File: src/rtl/can_fc_pkg.sv
package can_fc_pkg;

  typedef enum logic [1:0] {
    FC_ACTIVE  = 2'b00,
    FC_PASSIVE = 2'b01,
    FC_BUSOFF  = 2'b10
  } fc_state_e;

endpackage

File: src/rtl/can_fc_cnt.sv
module can_fc_cnt #(
  parameter int          W          = 8,
  parameter int          MAX        = 255,
  parameter bit          RELOAD_EN  = 1'b0,
  parameter int          RELOAD_TH  = 127,
  parameter int          RELOAD_VAL = 127
) (
  input  logic         clk_i,
  input  logic         rst_ni,
  input  logic         hold_i,
  input  logic         clr_i,
  input  logic         inc1_i,
  input  logic         inc8_i,
  input  logic         dec_i,
  output logic [W-1:0] cnt_o
);

  localparam logic [W:0]   MAX_W   = (W+1)'(MAX);
  localparam logic [W:0]   STEP1   = (W+1)'(1);
  localparam logic [W:0]   STEP8   = (W+1)'(8);
  localparam logic [W-1:0] TH_V    = W'(RELOAD_TH);
  localparam logic [W-1:0] RELOAD  = W'(RELOAD_VAL);

  logic [W-1:0] cnt_q, cnt_d;
  logic [W:0]   sum1, sum8;
  logic [W-1:0] dec_val;

  assign sum1 = {1'b0, cnt_q} + STEP1;
  assign sum8 = {1'b0, cnt_q} + STEP8;

  generate
    if (RELOAD_EN) begin : g_reload
      assign dec_val = (cnt_q > TH_V) ? RELOAD :
                       (cnt_q == '0)  ? '0 : cnt_q - W'(1);
    end else begin : g_plain
      assign dec_val = (cnt_q == '0) ? '0 : cnt_q - W'(1);
    end
  endgenerate

  // priority: clear, hold, inc8, inc1, dec
  always_comb begin
    cnt_d = cnt_q;
    if (clr_i)       cnt_d = '0;
    else if (hold_i) cnt_d = cnt_q;
    else if (inc8_i) cnt_d = (sum8 > MAX_W) ? MAX_W[W-1:0] : sum8[W-1:0];
    else if (inc1_i) cnt_d = (sum1 > MAX_W) ? MAX_W[W-1:0] : sum1[W-1:0];
    else if (dec_i)  cnt_d = dec_val;
  end

  always_ff @(posedge clk_i or negedge rst_ni) begin
    if (!rst_ni) cnt_q <= '0;
    else         cnt_q <= cnt_d;
  end

  assign cnt_o = cnt_q;


  no_underflow_chk: assert property (@(posedge clk_i) disable iff (!rst_ni)
    (!clr_i && !hold_i && !inc1_i && !inc8_i && dec_i && cnt_o == '0) |=> (cnt_o == '0));


  hold_chk: assert property (@(posedge clk_i) disable iff (!rst_ni)
    (hold_i && !clr_i) |=> $stable(cnt_o));


  clear_chk: assert property (@(posedge clk_i) disable iff (!rst_ni)
    clr_i |=> (cnt_o == '0));


  inc1_step_chk: assert property (@(posedge clk_i) disable iff (!rst_ni)
    (!clr_i && !hold_i && !inc8_i && inc1_i && ({1'b0, cnt_o} < MAX_W))
    |=> ({1'b0, cnt_o} == {1'b0, $past(cnt_o)} + STEP1));


  ceiling_chk: assert property (@(posedge clk_i) disable iff (!rst_ni)
    ({1'b0, cnt_o} <= MAX_W));

  generate
    if (RELOAD_EN) begin : g_reload_chk

      reload_chk: assert property (@(posedge clk_i) disable iff (!rst_ni)
        (!clr_i && !hold_i && !inc1_i && !inc8_i && dec_i && cnt_o > TH_V)
        |=> (cnt_o == RELOAD));
    end
  endgenerate

endmodule

File: src/rtl/can_fc_state.sv
module can_fc_state
  import can_fc_pkg::*;
#(
  parameter int TEC_W       = 9,
  parameter int REC_W       = 8,
  parameter int PASSIVE_LIM = 128,
  parameter int BUSOFF_LIM  = 256
) (
  input  logic             clk_i,
  input  logic             rst_ni,
  input  logic [TEC_W-1:0] tec_i,
  input  logic [REC_W-1:0] rec_i,
  output fc_state_e        state_o,
  output logic             passive_o,
  output logic             busoff_o
);

  localparam logic [TEC_W-1:0] TEC_PASS = TEC_W'(PASSIVE_LIM);
  localparam logic [TEC_W-1:0] TEC_OFF  = TEC_W'(BUSOFF_LIM);
  localparam logic [REC_W:0]   REC_PASS = (REC_W+1)'(PASSIVE_LIM);

  logic tec_hi, rec_hi, off;

  assign off    = (tec_i >= TEC_OFF);
  assign tec_hi = (tec_i >= TEC_PASS);
  assign rec_hi = ({1'b0, rec_i} >= REC_PASS);

  always_comb begin
    if (off)                   state_o = FC_BUSOFF;
    else if (tec_hi || rec_hi) state_o = FC_PASSIVE;
    else                       state_o = FC_ACTIVE;
  end

  assign passive_o = (state_o == FC_PASSIVE);
  assign busoff_o  = (state_o == FC_BUSOFF);


  flag_excl_chk: assert property (@(posedge clk_i) disable iff (!rst_ni)
    $onehot0({passive_o, busoff_o}));


  active_low_chk: assert property (@(posedge clk_i) disable iff (!rst_ni)
    (!tec_hi && !rec_hi) |-> (!passive_o && !busoff_o));

endmodule

File: src/rtl/can_fault_conf.sv
module can_fault_conf
  import can_fc_pkg::*;
#(
  parameter int REC_W       = 8,
  parameter int PASSIVE_LIM = 128,
  parameter int BUSOFF_LIM  = 256,
  parameter int REC_RELOAD  = 127,
  parameter int TEC_W       = $clog2(BUSOFF_LIM + 1)
) (
  input  logic             clk_i,
  input  logic             rst_ni,
  input  logic             tec_inc1_i,
  input  logic             tec_inc8_i,
  input  logic             tec_dec_i,
  input  logic             rec_inc1_i,
  input  logic             rec_inc8_i,
  input  logic             rec_dec_i,
  input  logic             recover_i,
  output logic [TEC_W-1:0] tec_o,
  output logic [REC_W-1:0] rec_o,
  output logic             err_passive_o,
  output logic             bus_off_o
);

  localparam int REC_MAX = (1 << REC_W) - 1;

  fc_state_e state;
  logic      busoff, passive, freeze, clear;

  assign freeze = busoff;
  assign clear  = busoff && recover_i;

  can_fc_cnt #(
    .W(TEC_W), .MAX(BUSOFF_LIM), .RELOAD_EN(1'b0),
    .RELOAD_TH(PASSIVE_LIM - 1), .RELOAD_VAL(REC_RELOAD)
  ) u_tec (
    .clk_i, .rst_ni, .hold_i(freeze), .clr_i(clear),
    .inc1_i(tec_inc1_i), .inc8_i(tec_inc8_i), .dec_i(tec_dec_i),
    .cnt_o(tec_o)
  );

  can_fc_cnt #(
    .W(REC_W), .MAX(REC_MAX), .RELOAD_EN(1'b1),
    .RELOAD_TH(PASSIVE_LIM - 1), .RELOAD_VAL(REC_RELOAD)
  ) u_rec (
    .clk_i, .rst_ni, .hold_i(freeze), .clr_i(clear),
    .inc1_i(rec_inc1_i), .inc8_i(rec_inc8_i), .dec_i(rec_dec_i),
    .cnt_o(rec_o)
  );

  can_fc_state #(
    .TEC_W(TEC_W), .REC_W(REC_W),
    .PASSIVE_LIM(PASSIVE_LIM), .BUSOFF_LIM(BUSOFF_LIM)
  ) u_state (
    .clk_i, .rst_ni, .tec_i(tec_o), .rec_i(rec_o),
    .state_o(state), .passive_o(passive), .busoff_o(busoff)
  );

  assign err_passive_o = passive;
  assign bus_off_o     = busoff;


  busoff_sticky_chk: assert property (@(posedge clk_i) disable iff (!rst_ni)
    (bus_off_o && !recover_i) |=> bus_off_o);


  recover_chk: assert property (@(posedge clk_i) disable iff (!rst_ni)
    (bus_off_o && recover_i) |=> (!bus_off_o && !err_passive_o && tec_o == '0 && rec_o == '0));


  rec_indep_chk: assert property (@(posedge clk_i) disable iff (!rst_ni)
    (!rec_inc1_i && !rec_inc8_i && !rec_dec_i && !(bus_off_o && recover_i)) |=> $stable(rec_o));


  reset_val_chk: assert property (@(posedge clk_i)
    $rose(rst_ni) |-> (state == FC_ACTIVE));

endmodule

File: config.mk
export PLATFORM = sky130hd
export DESIGN_NAME = can_fault_conf
export DESIGN_NICKNAME = d
export VERILOG_FILES = /design/src/rtl/can_fc_pkg.sv /design/src/rtl/can_fc_cnt.sv /design/src/rtl/can_fc_state.sv /design/src/rtl/can_fault_conf.sv
export SDC_FILE = /design/constraint.sdc
export NUM_CORES = 1
export LEC_CHECK = 0
export BUFFER_PORTS_ARGS = -buffer_cell sky130_fd_sc_hd__buf_2
export CORE_MARGIN = 4
export CORE_UTILIZATION = 28
export CTS_BUF_LIST = sky130_fd_sc_hd__clkbuf_4
export CTS_CLUSTER_SIZE = 10
export DETAILED_ROUTE_END_ITERATION = 6
export PLACE_DENSITY = 0.46
export SYNTH_ARGS = -nofsm -noshare
export SYNTH_HDL_FRONTEND = slang
export SYNTH_SLANG_ARGS = --single-unit
File: constraint.sdc
create_clock -name clk_i -period 2.75 [get_ports clk_i]
set_input_delay 0.275 -clock clk_i [delete_from_list [all_inputs] [get_ports clk_i]]
set_output_delay 0.275 -clock clk_i [all_outputs]
set_load 0.02 [all_outputs]
# [Word level (Yosys, flattened, before mapping)]
# Cells that the tools add are included.
[classes] order_cmp=8 reduce_logical=8 add_sub_neg=6 n_mux=19 eq_ne=3
[ops] cell="$mux W8" count=9
[ops] cell="$mux W9" count=8
[ops] cell="$gt A10 B9 Y1 const B" count=2
[ops] cell="$gt A9 B8 Y1 const B" count=2
[ops] cell="$add A9 B1 Y10 const B" count=1
[ops] cell="$add A9 B4 Y10 const B" count=1
[ops] cell="$add A8 B1 Y9 const B" count=1
[ops] cell="$add A8 B4 Y9 const B" count=1
[ops] cell="$ge A9 B8 Y1 const B" count=1
[ops] cell="$ge A9 B9 Y1 const B" count=1
[ops] cell="$logic_not A9 Y1" count=1
[ops] cell="$sub A9 B1 Y9 const B" count=1
[ops] cell="$ge A8 B8 Y1 const B" count=1
[ops] cell="$gt A8 B7 Y1 const B" count=1
[ops] cell="$logic_not A8 Y1" count=1
[ops] cell="$reduce_bool A4 Y1" count=2
[ops] cell="$sub A8 B1 Y8 const B" count=1
[ops] cell="$reduce_and A2 Y1" count=2
[ops] cell="$eq A2 B1 Y1 const B" count=1
[ops] cell="$eq A2 B2 Y1 const B" count=1
[ops] cell="$mux W2" count=1
[ops] cell="$ne A2 B1 Y1 const B" count=1
[ops] cell="$logic_and A1 B1 Y1" count=1
[ops] cell="$logic_or A1 B1 Y1" count=1
[ops] cell="$mux W1" count=1
[word_totals] elab_cells=46 output_inout_bits=19 inputBits=9 register_bits=17

# [Logic depth before layout (Yosys ltp)]
# Gate-level depths: netlist of run 1.
[logic_depth] depth_word=8 ltp_mapped=8 mapped_depth_nobuf=8

# [Modules after synthesis]
# A second synthesis of run 1 with hierarchy kept.
[unflattened] hier_cells=288 hier_area_um2=2275.9
[by_module_without_submodules] mod="can_fc_cnt at u_tec" n_inst=1 seq_area_each_um2=225.2 area_per_inst_um2=1231.2 cells_per_inst=158
[by_module_without_submodules] mod="can_fc_cnt at u_rec" n_inst=1 seq_area_each_um2=200.2 area_per_inst_um2=1006.0 cells_per_inst=124
[by_module_without_submodules] mod="can_fc_state" n_inst=1 seq_area_each_um2=0.0 area_per_inst_um2=32.5 cells_per_inst=5
[by_module_without_submodules] mod="can_fault_conf" n_inst=1 seq_area_each_um2=0.0 area_per_inst_um2=6.3 cells_per_inst=1

# [Worst setup path after synthesis of run 1]
# No wires, ideal clock.
[synth_timing] path_type="register -> register" start="register u_rec.cnt_q[4] (netlist: u_rec.cnt_o[4])" end="register u_rec.cnt_q[1] (netlist: u_rec.cnt_o[1])" arrival_time_ns=2.071 setup_slack_ns=0.553 synth_period_minus_slack_ns=2.197 path_buffers=0 setup_ns=0.126 stages_incl_launch_ff=8 t_required_ns=2.624 path_cell_list="dfrtp_1 ha_1 xor2_1 nand3_1 o311ai_4 nand2_1 a21o_1 a221o_1"
[synth_between] elab_chain_cells=8 word_cells_on_any_way=24 classes_between="add/sub: 2; order compare: 4; eq/ne: 2; mux: 11; reduce/logical: 5"
[synth_rtl] item="from (decl)" line="can_fc_cnt.sv:24" text="logic [W-1:0] cnt_q, cnt_d;"
[synth_rtl] item="from (signal assigned)" line="can_fc_cnt.sv:52" text="else cnt_q <= cnt_d;"
[synth_rtl] item="branches (longest 8 deep; another with $add A8 B1 Y9)"
# Several ways; the timed one is not identified. The select of a mux whose other input is x is not followed.
# A chain may end at the register's enable or synchronous reset.

# [Worst setup path after layout of run 1]
[layout_timing] start="register u_rec.cnt_q[3] (netlist: u_rec.cnt_o[3])" end="register u_rec.cnt_q[1] (netlist: u_rec.cnt_o[1])"
# The elaborated chain is that of the path after synthesis.

==> results of run 1 <==
==> path summary, 6_finish.rpt <==
| kind | start | cells past startpoint | slack (ns) | to |
|---|---|---|---|---|
| setup / recovery | u_rec.cnt_o[3]$_DFFE_PN0P_ | 7 | 0.43 | u_rec.cnt_o[1]$_DFFE_PN0P_ |
| hold / removal | recover_i | 3 | 0.35 | u_tec.cnt_o[2]$_DFFE_PN0P_ |
| setup reg to reg | u_rec.cnt_o[3]$_DFFE_PN0P_ | 7 | 0.43 | u_rec.cnt_o[1]$_DFFE_PN0P_ |
| hold reg to reg | u_tec.cnt_o[0]$_DFFE_PN0P_ | 1 | 0.69 | u_tec.cnt_o[0]$_DFFE_PN0P_ |
| max in group asynchronous | rst_ni | 2 | 2.05 | u_tec.cnt_o[5]$_DFFE_PN0P_ |
| min in group asynchronous | rst_ni | 2 | 0.39 | u_rec.cnt_o[1]$_DFFE_PN0P_ |
==> sequential cells by signal, summed over array words and instances (netlist names) <==
name         count
u_tec.cnt_o      9
u_rec.cnt_o      8
==> per-layer routing <==
metal | routed length, µm | share of wire [%] | vias to the layer above
li1 | - | - | 1013
met1 | 2960 | 49 | 1002
met2 | 2600 | 43 | 83
met3 | 391 | 6.5 | 11
met4 | 102 | 1.7 | 0
met5 | 0 | 0 | -
==> layout make-up <==
| cell class | count | area [µm²] |
|---|---|---|
| Clock buffer | 3 | 22.5 |
| Clock inverter | 1 | 7.51 |
| Sequential cell | 17 | 425 |
| Inverter | 16 | 60.1 |
| Multi-Input combinational cell | 210 | 1370 |
| Tap cell | 80 | 100 |
| Timing Repair Buffer | 33 | 183 |
| Fill cell | 740 | 4590 |
==> synthesized netlist by cell type, drive strengths merged, types with 3 or more instances <==
library cell	number
clkbuf	12
and3	5
nand3	13
a221o	5
nand2b	3
nor2	26
inv	15
xor2	6
a22o	3
a21o	8
a21oi	20
a31oi	6
o32ai	3
a311oi	4
nand4	3
nand2	22
buf	6
o31ai	3
o2111ai	3
o21ai	15
nor3	14
ha	11
xnor2	6
dfrtp	17
==> cell families after synthesis <==
logic type / Yosys count
AND/OR/NAND/NOR: 101
AO/OA/AOI/OAI: 86
buffers and inverters: 34
flip-flops: 17
XOR/XNOR: 12
adder cells (fa/ha/maj): 11
==> per-stage QoR <==
step	hold slack (ns)	power (mW)	worst slack, ns	std cells	utilization (%)
2_1_floorplan	-0.0206	1.69	0.553	261	-
5_1_grt	0.337	2.46	0.309	360	32.1
4_1_cts	0.337	2.24	0.437	360	32.1
3_3_place_gp	0.228	2.11	0.506	355	31.5
3_5_place_dp	0.238	2.08	0.463	355	31.5
6_report	0.346	2.24	0.430	360	32.1
==> power by group through the flow <==
stage / sequential (mW) / clock [mW] / combinational [mW]
floorplan: 0.641 / 0 / 1.05
global placement: 0.682 / 0 / 1.43
detailed placement: 0.679 / 0 / 1.40
CTS: 0.672 / 0.157 / 1.41
global route: 0.711 / 0.170 / 1.58
finish: 0.677 / 0.156 / 1.41
==> critical path, delay by kind of cell (launching register included) <==
| kind | cells | cell delay (ns) |
|---|---|---|
| AOI/OAI and AO/OA | 3 | 0.89 |
| xor gates and xnor gates | 1 | 0.16 |
| adders and majority gates | 1 | 0.29 |
| DFF | 1 | 0.54 |
| and+or+nand+nor | 2 | 0.34 |
==> repair_timing <==
item | in CTS | in global routing
gates resized for setup | 0 | 0
endpoints found under the hold margin | 17 | 0
hold buffers | 1 | 0
setup endpoints to repair | 0 | 0
==> implementation parameters, run 1 <==
Parameter                              Value

Logic synthesis
  Synth async-reset ratio    100%
  Post-synth design cell area    1940 µm²
  Gate count of the mapped netlist    261
  Cell type with the largest total area after synthesis    sky130_fd_sc_hd__dfrtp_1
  Compound-cell area share of the yosys netlist    31.6%
  Sequential element share of the synthesized area    21.9%
  Synth Area in XOR/XNOR    5.42%
  Area fraction in and, or, nand and nor cells after synthesis    26.6%
  Post-synth net total    281
  Total of flip-flops plus latches after synthesis    17
  Yosys warns    0
  Post-Synth Adder-Cell Area    7.09%
  Proportion of synthesized area in mux cells    0%
  Top-area cell type share of the netlist area    21.9%
  Most area-consuming cells after synthesis    sky130_fd_sc_hd__dfrtp_1, sky130_fd_sc_hd__ha_1, sky130_fd_sc_hd__a21oi_1
  Dominant combinational cell family by area after synthesis    compound AO/OA/AOI/OAI gates
  Average cell area after synthesis    7.44 µm²
  Synth Flop Type    sky130_fd_sc_hd__dfrtp_1
  Post-synth EDFFs    0
  Count of distinct cell types in the synthesized netlist    54

Die
  Count of pins on the block boundary    28
  Placeable core region    6760 µm²
  Die Height    91.3 µm
  Full die area    8330 µm²
  Initial cell density of the core    28.7%
  Placement Rows    30
  Die boundary width    91.3 µm

Clock network
  Number of buffers inserted during clock tree synthesis    3
  Clock tree root driver cell    sky130_fd_sc_hd__clkbuf_4
  Number of setup buffers added after CTS    0
  Number of clock sinks seen by CTS    17
  CTS tree    done
  Clock slew at the register clock pins of the worst setup and hold paths    0.13 ns
  Skew-Pair Late Insertion Delay    0.32 ns
  Number of H-tree branching levels    1
  Clock buffer depth    2

Timing
  Sum Neg Setup Slack    0 ns
  Time the final worst path needs with I/O delays and setup    2.32 ns
  Relative max-transition margin    61.9%
  Period utilisation layout    84.4%
  Number of slew-limit violations in the final report    0
  Final setup violating endpoints    0
  Count of final hold-check violations    0
  Least-Margin Pin Slew    0.567 ns
  Clock skew after layout    0.0186 ns
  Fmax    431 MHz
  Setup repair after global routing missed its margin    no

Final layout
  Share of final-layout standard cells stronger than drive strength 1    15.7%
  ANT cells    0
  Fin nets    301
  Post-route cell area    2170 µm²
  Commonest non-fill, non-tap cell in the layout    sky130_fd_sc_hd__buf_2
  Most frequent cells in the layout    sky130_fd_sc_hd__buf_2, sky130_fd_sc_hd__nor2_1, sky130_fd_sc_hd__nand2_1, sky130_fd_sc_hd__a21oi_1, sky130_fd_sc_hd__dfrtp_1
  Synth-to-layout area growth    11.8%

Global route
  Vias in the first global route    1962
  Fraction of met1 tracks used by global routing    22.6%
  Layer carrying the most global-route usage    met1
  Antenna violations before repair    0
  Overall overflow remaining after global route    0
  Maximum number of pins on one net before global-route repair    18
  Global routing usage summed across all routing layers    14.8%
  Grt met2 use    21.0%
  Wire length of the first global-routing pass    10100 µm
  Met3 Track Usage GR    2.15%

Setup path
  Worst EP required    2.97 ns
  Data arrival time of the worst path    2.55 ns
  Chain of cells forming the critical path    ha_1 -> xor2_1 -> nand3_1 -> o311ai_4 -> nand2_1 -> a21o_1 -> a221o_1
  Worst-path fanout max    10
  Crit path capture type    flop
  Library cell contributing the largest single delay on the critical path    sky130_fd_sc_hd__dfrtp_1
  Type of the worst setup path    flop to flop
  Worst setup SP type    flop
  Max incr delay on CP    0.54 ns

Route
  Count of nets left with antenna violations after detail routing    0
  Number of violations reported at the end of detailed-routing iteration 0    240
  Total iterations of the first detailed-routing run    5
  Vias/cell    5.86
  DRT Wirelength    6050 µm
  Final routed wire length divided by cell count    16.8 µm
  Vias post-DR    2109
  Remaining design rule violation count    0

Pwr
  Clock network fraction of total power    6.9%
  Sw Pwr    1.26 mW
  Relative contribution of sequential cells to total power    30.2%
  Total power density per cell area    1030 nW/µm²
  Internal portion of total power    0.986 mW
  Leakage component of the power    0.970 nW
  Combinational cell fraction of total power    62.9%
  Switching Fraction    56.1%
  Worst voltage drop across the vdd grid    0.000283 V

Hold path
  Worst hold path class    input port to flop

Place
  Number of port buffers    27
  Area post-placement    2130 µm²
  Final RePlAce weighted congestion    0.880
  Post-DP HPWL    4600 µm

Outcome
  Result of the run    finished clean

Run
  Maximum Capacitance Violations    0
Note: power is estimated with default switching activity, not from simulation.
==> run 2, diff against run 1 <==
- PLACE_DENSITY: 0.46 -> 0.47
- clock period: 2.75 -> 2.1 ns (I/O delays scaled with it)
==> run 2 against run 1 <==
  * The flow now finishes with violations (setup timing)
  * Via count rose by 4.6%
  * Flip-flop and latch count is the same
  * Clock skew decreased by 0.0083 ns
  * First-iteration DRC count fell by 26%
  * Critical path type unchanged
  * Critical endpoint is now u_rec.cnt_o[7]$_DFFE_PN0P_
==> implementation parameters, run 2 (same netlist as run 1, synthesis figures left out) <==
Parameter                              Value

Clock network
  Clock tree root driver cell    sky130_fd_sc_hd__clkbuf_4
  CTS tree    done
  Clock slew at the register clock pins of the worst setup and hold paths    0.13 ns (about the same)
  Skew-Pair Late Insertion Delay    0.31 ns (about the same)
  Number of H-tree branching levels    1 (unchanged)
  Number of clock sinks seen by CTS    17 (unchanged)
  Number of buffers inserted during clock tree synthesis    3 (unchanged)
  Clock buffer depth    2 (unchanged)

Setup path
  Chain of cells forming the critical path    buf_4 -> or4b_4 -> nand3_2 -> nor4b_1 -> a311oi_2 -> nor2_1 -> a221o_1
  Worst-path fanout max    3 (-7)
  Worst EP required    2.31 ns (-0.66 ns)
  Data arrival time of the worst path    2.35 ns (-0.20 ns)
  Library cell contributing the largest single delay on the critical path    sky130_fd_sc_hd__or4b_4
  Crit path capture type    flop
  Type of the worst setup path    flop to flop
  Max incr delay on CP    0.57 ns (+0.03 ns)
  Worst setup SP type    flop

Route
  DRT Wirelength    6430 µm (+6.2%)
  Vias/cell    5.64 (-3.7%)
  Count of nets left with antenna violations after detail routing    0 (unchanged)
  Final routed wire length divided by cell count    16.4 µm (-2.2%)
  Total iterations of the first detailed-routing run    4 (-1)
  Number of violations reported at the end of detailed-routing iteration 0    178 (-26%)
  Vias post-DR    2207 (+4.6%)
  Remaining design rule violation count    0 (unchanged)

Die
  Die boundary width    91.3 µm (unchanged)
  Count of pins on the block boundary    28 (unchanged)
  Placeable core region    6760 µm² (unchanged)
  Full die area    8330 µm² (unchanged)
  Placement Rows    30 (unchanged)
  Initial cell density of the core    28.7% (unchanged)
  Die Height    91.3 µm (unchanged)

Final layout
  Fin nets    332 (+10%)
  Post-route core utilization    36.3% (+4.1 points)
  Commonest non-fill, non-tap cell in the layout    sky130_fd_sc_hd__buf_4
  Share of final-layout standard cells stronger than drive strength 1    27.7% (+12 points)
  Most frequent cells in the layout    sky130_fd_sc_hd__buf_4, sky130_fd_sc_hd__buf_2, sky130_fd_sc_hd__nor2_1, sky130_fd_sc_hd__nand2_1, sky130_fd_sc_hd__a21oi_1
  Synth-to-layout area growth    26.2%
  Largest register FFs    9 (unchanged)
  Post-route cell area    2450 µm² (+13%)
  Number of inserted filler cells in the final layout    731 (-1.2%)
  ANT cells    0 (unchanged)

Pwr
  Leakage component of the power    1.12 nW (+16%)
  Total power density per cell area    1380 nW/µm² (+34%)
  Worst voltage drop across the vdd grid    0.000361 V (+27%)

Timing
  Slack of the critical path    -0.0352 ns (-0.465 ns)
  Period utilisation layout    102% (+17 points)
  Fmax    468 MHz (+8.7%)
  Final setup violating endpoints    1 (+1)
  Setup repair after global routing missed its margin    yes
  Least-Margin Pin Slew    0.501 ns (-0.0663 ns)
  Sum Neg Setup Slack    -0.0352 ns (-0.0352 ns)
  Clock skew after layout    0.0103 ns (-0.00828 ns)
  Count of final hold-check violations    0 (unchanged)
  Relative max-transition margin    66.4% (+4.5 points)
  Number of slew-limit violations in the final report    0 (unchanged)
  Time the final worst path needs with I/O delays and setup    2.14 ns (-0.185 ns)

Global route
  Antenna violations before repair    0 (unchanged)
  Wire length of the first global-routing pass    10600 µm (+4.4%)
  Overall overflow remaining after global route    0 (unchanged)
  Vias in the first global route    2045 (+4.2%)
  Maximum number of pins on one net before global-route repair    18 (unchanged)
  Global routing usage summed across all routing layers    15.7% (+0.89 points)

Place
  Area post-placement    2310 µm² (+8.6%)
  Final RePlAce weighted congestion    0.893 (+1.4%)
  Number of port buffers    27 (unchanged)
  Post-DP HPWL    4860 µm (+5.6%)

Hold path
  Worst hold path class    input port to flop

Run
  Maximum Capacitance Violations    0 (unchanged)

Outcome
  Failing checks    setup timing
  Result of the run    finished, violations left
## run 2: area by class of cell
type / count / area (µm²) / area share, %
multi-input cells: 210 / 1410 / 57.6
flip-flops and latches: 17 / 429 / 17.5
repair buffers: 64 / 419 / 17.1
well taps: 80 / 100 / 4.09
inverters: 16 / 60.1 / 2.45
clock buffers: 4 / 30.0 / 1.23
## run 2: final timing paths
path	start	end	slack (ns)	depth (start not counted)
setup / recovery	u_rec.cnt_o[3]$_DFFE_PN0P_	u_rec.cnt_o[7]$_DFFE_PN0P_	-0.04	7
hold / removal	recover_i	u_tec.cnt_o[2]$_DFFE_PN0P_	0.27	3
setup reg to reg	u_rec.cnt_o[3]$_DFFE_PN0P_	u_rec.cnt_o[7]$_DFFE_PN0P_	-0.04	7
hold reg to reg	u_rec.cnt_o[6]$_DFFE_PN0P_	u_rec.cnt_o[6]$_DFFE_PN0P_	0.67	1
max in group asynchronous	rst_ni	u_rec.cnt_o[4]$_DFFE_PN0P_	1.42	2
min in group asynchronous	rst_ni	u_rec.cnt_o[1]$_DFFE_PN0P_	0.35	2
## run 2: power by group
| group | internal, mW | total (mW) | switching [mW] |
|---|---|---|---|
| sequential | 0.479 | 0.722 | 0.243 |
| combinational | 1.06 | 2.44 | 1.38 |
| clock | 0.0871 | 0.216 | 0.129 |
## run 2: layer usage
metal	GRT usage, %	part of all wire [%]	vias to the layer above
li1	-	-	1073
met1	22.4	47	1048
met2	24.5	46	76
met3	3.07	5.4	10
met4	3.27	1.2	0
met5	0	0	-
## run 2: critical path, delay by kind of cell, from the launching register on
kind	cells	cell delay (ns)
compound gates	2	0.61
buf+inv	1	0.14
simple gates	4	0.83
flops	1	0.46
## run 2: what timing repair did
action	CTS	global route
hold buffers	1	0
buffers inserted	0	7
resized for setup	0	11
setup endpoints to repair	0	9
hold endpoints to repair	17	0
## run 2: stage by stage
| stage | total power [mW] | worst slack [ns] | std cells | hold slack, ns |
|---|---|---|---|---|
| 3_5_place_dp | 3.02 | 0.0238 | 379 | 0.186 |
| 5_1_grt | 3.70 | -0.0962 | 391 | 0.275 |
| 2_1_floorplan | 2.22 | 0.0111 | 261 | -0.0856 |
| 3_3_place_gp | 3.05 | 0.0458 | 379 | 0.187 |
| 6_report | 3.38 | -0.0352 | 391 | 0.274 |
| 4_1_cts | 3.26 | 0.00290 | 384 | 0.255 |
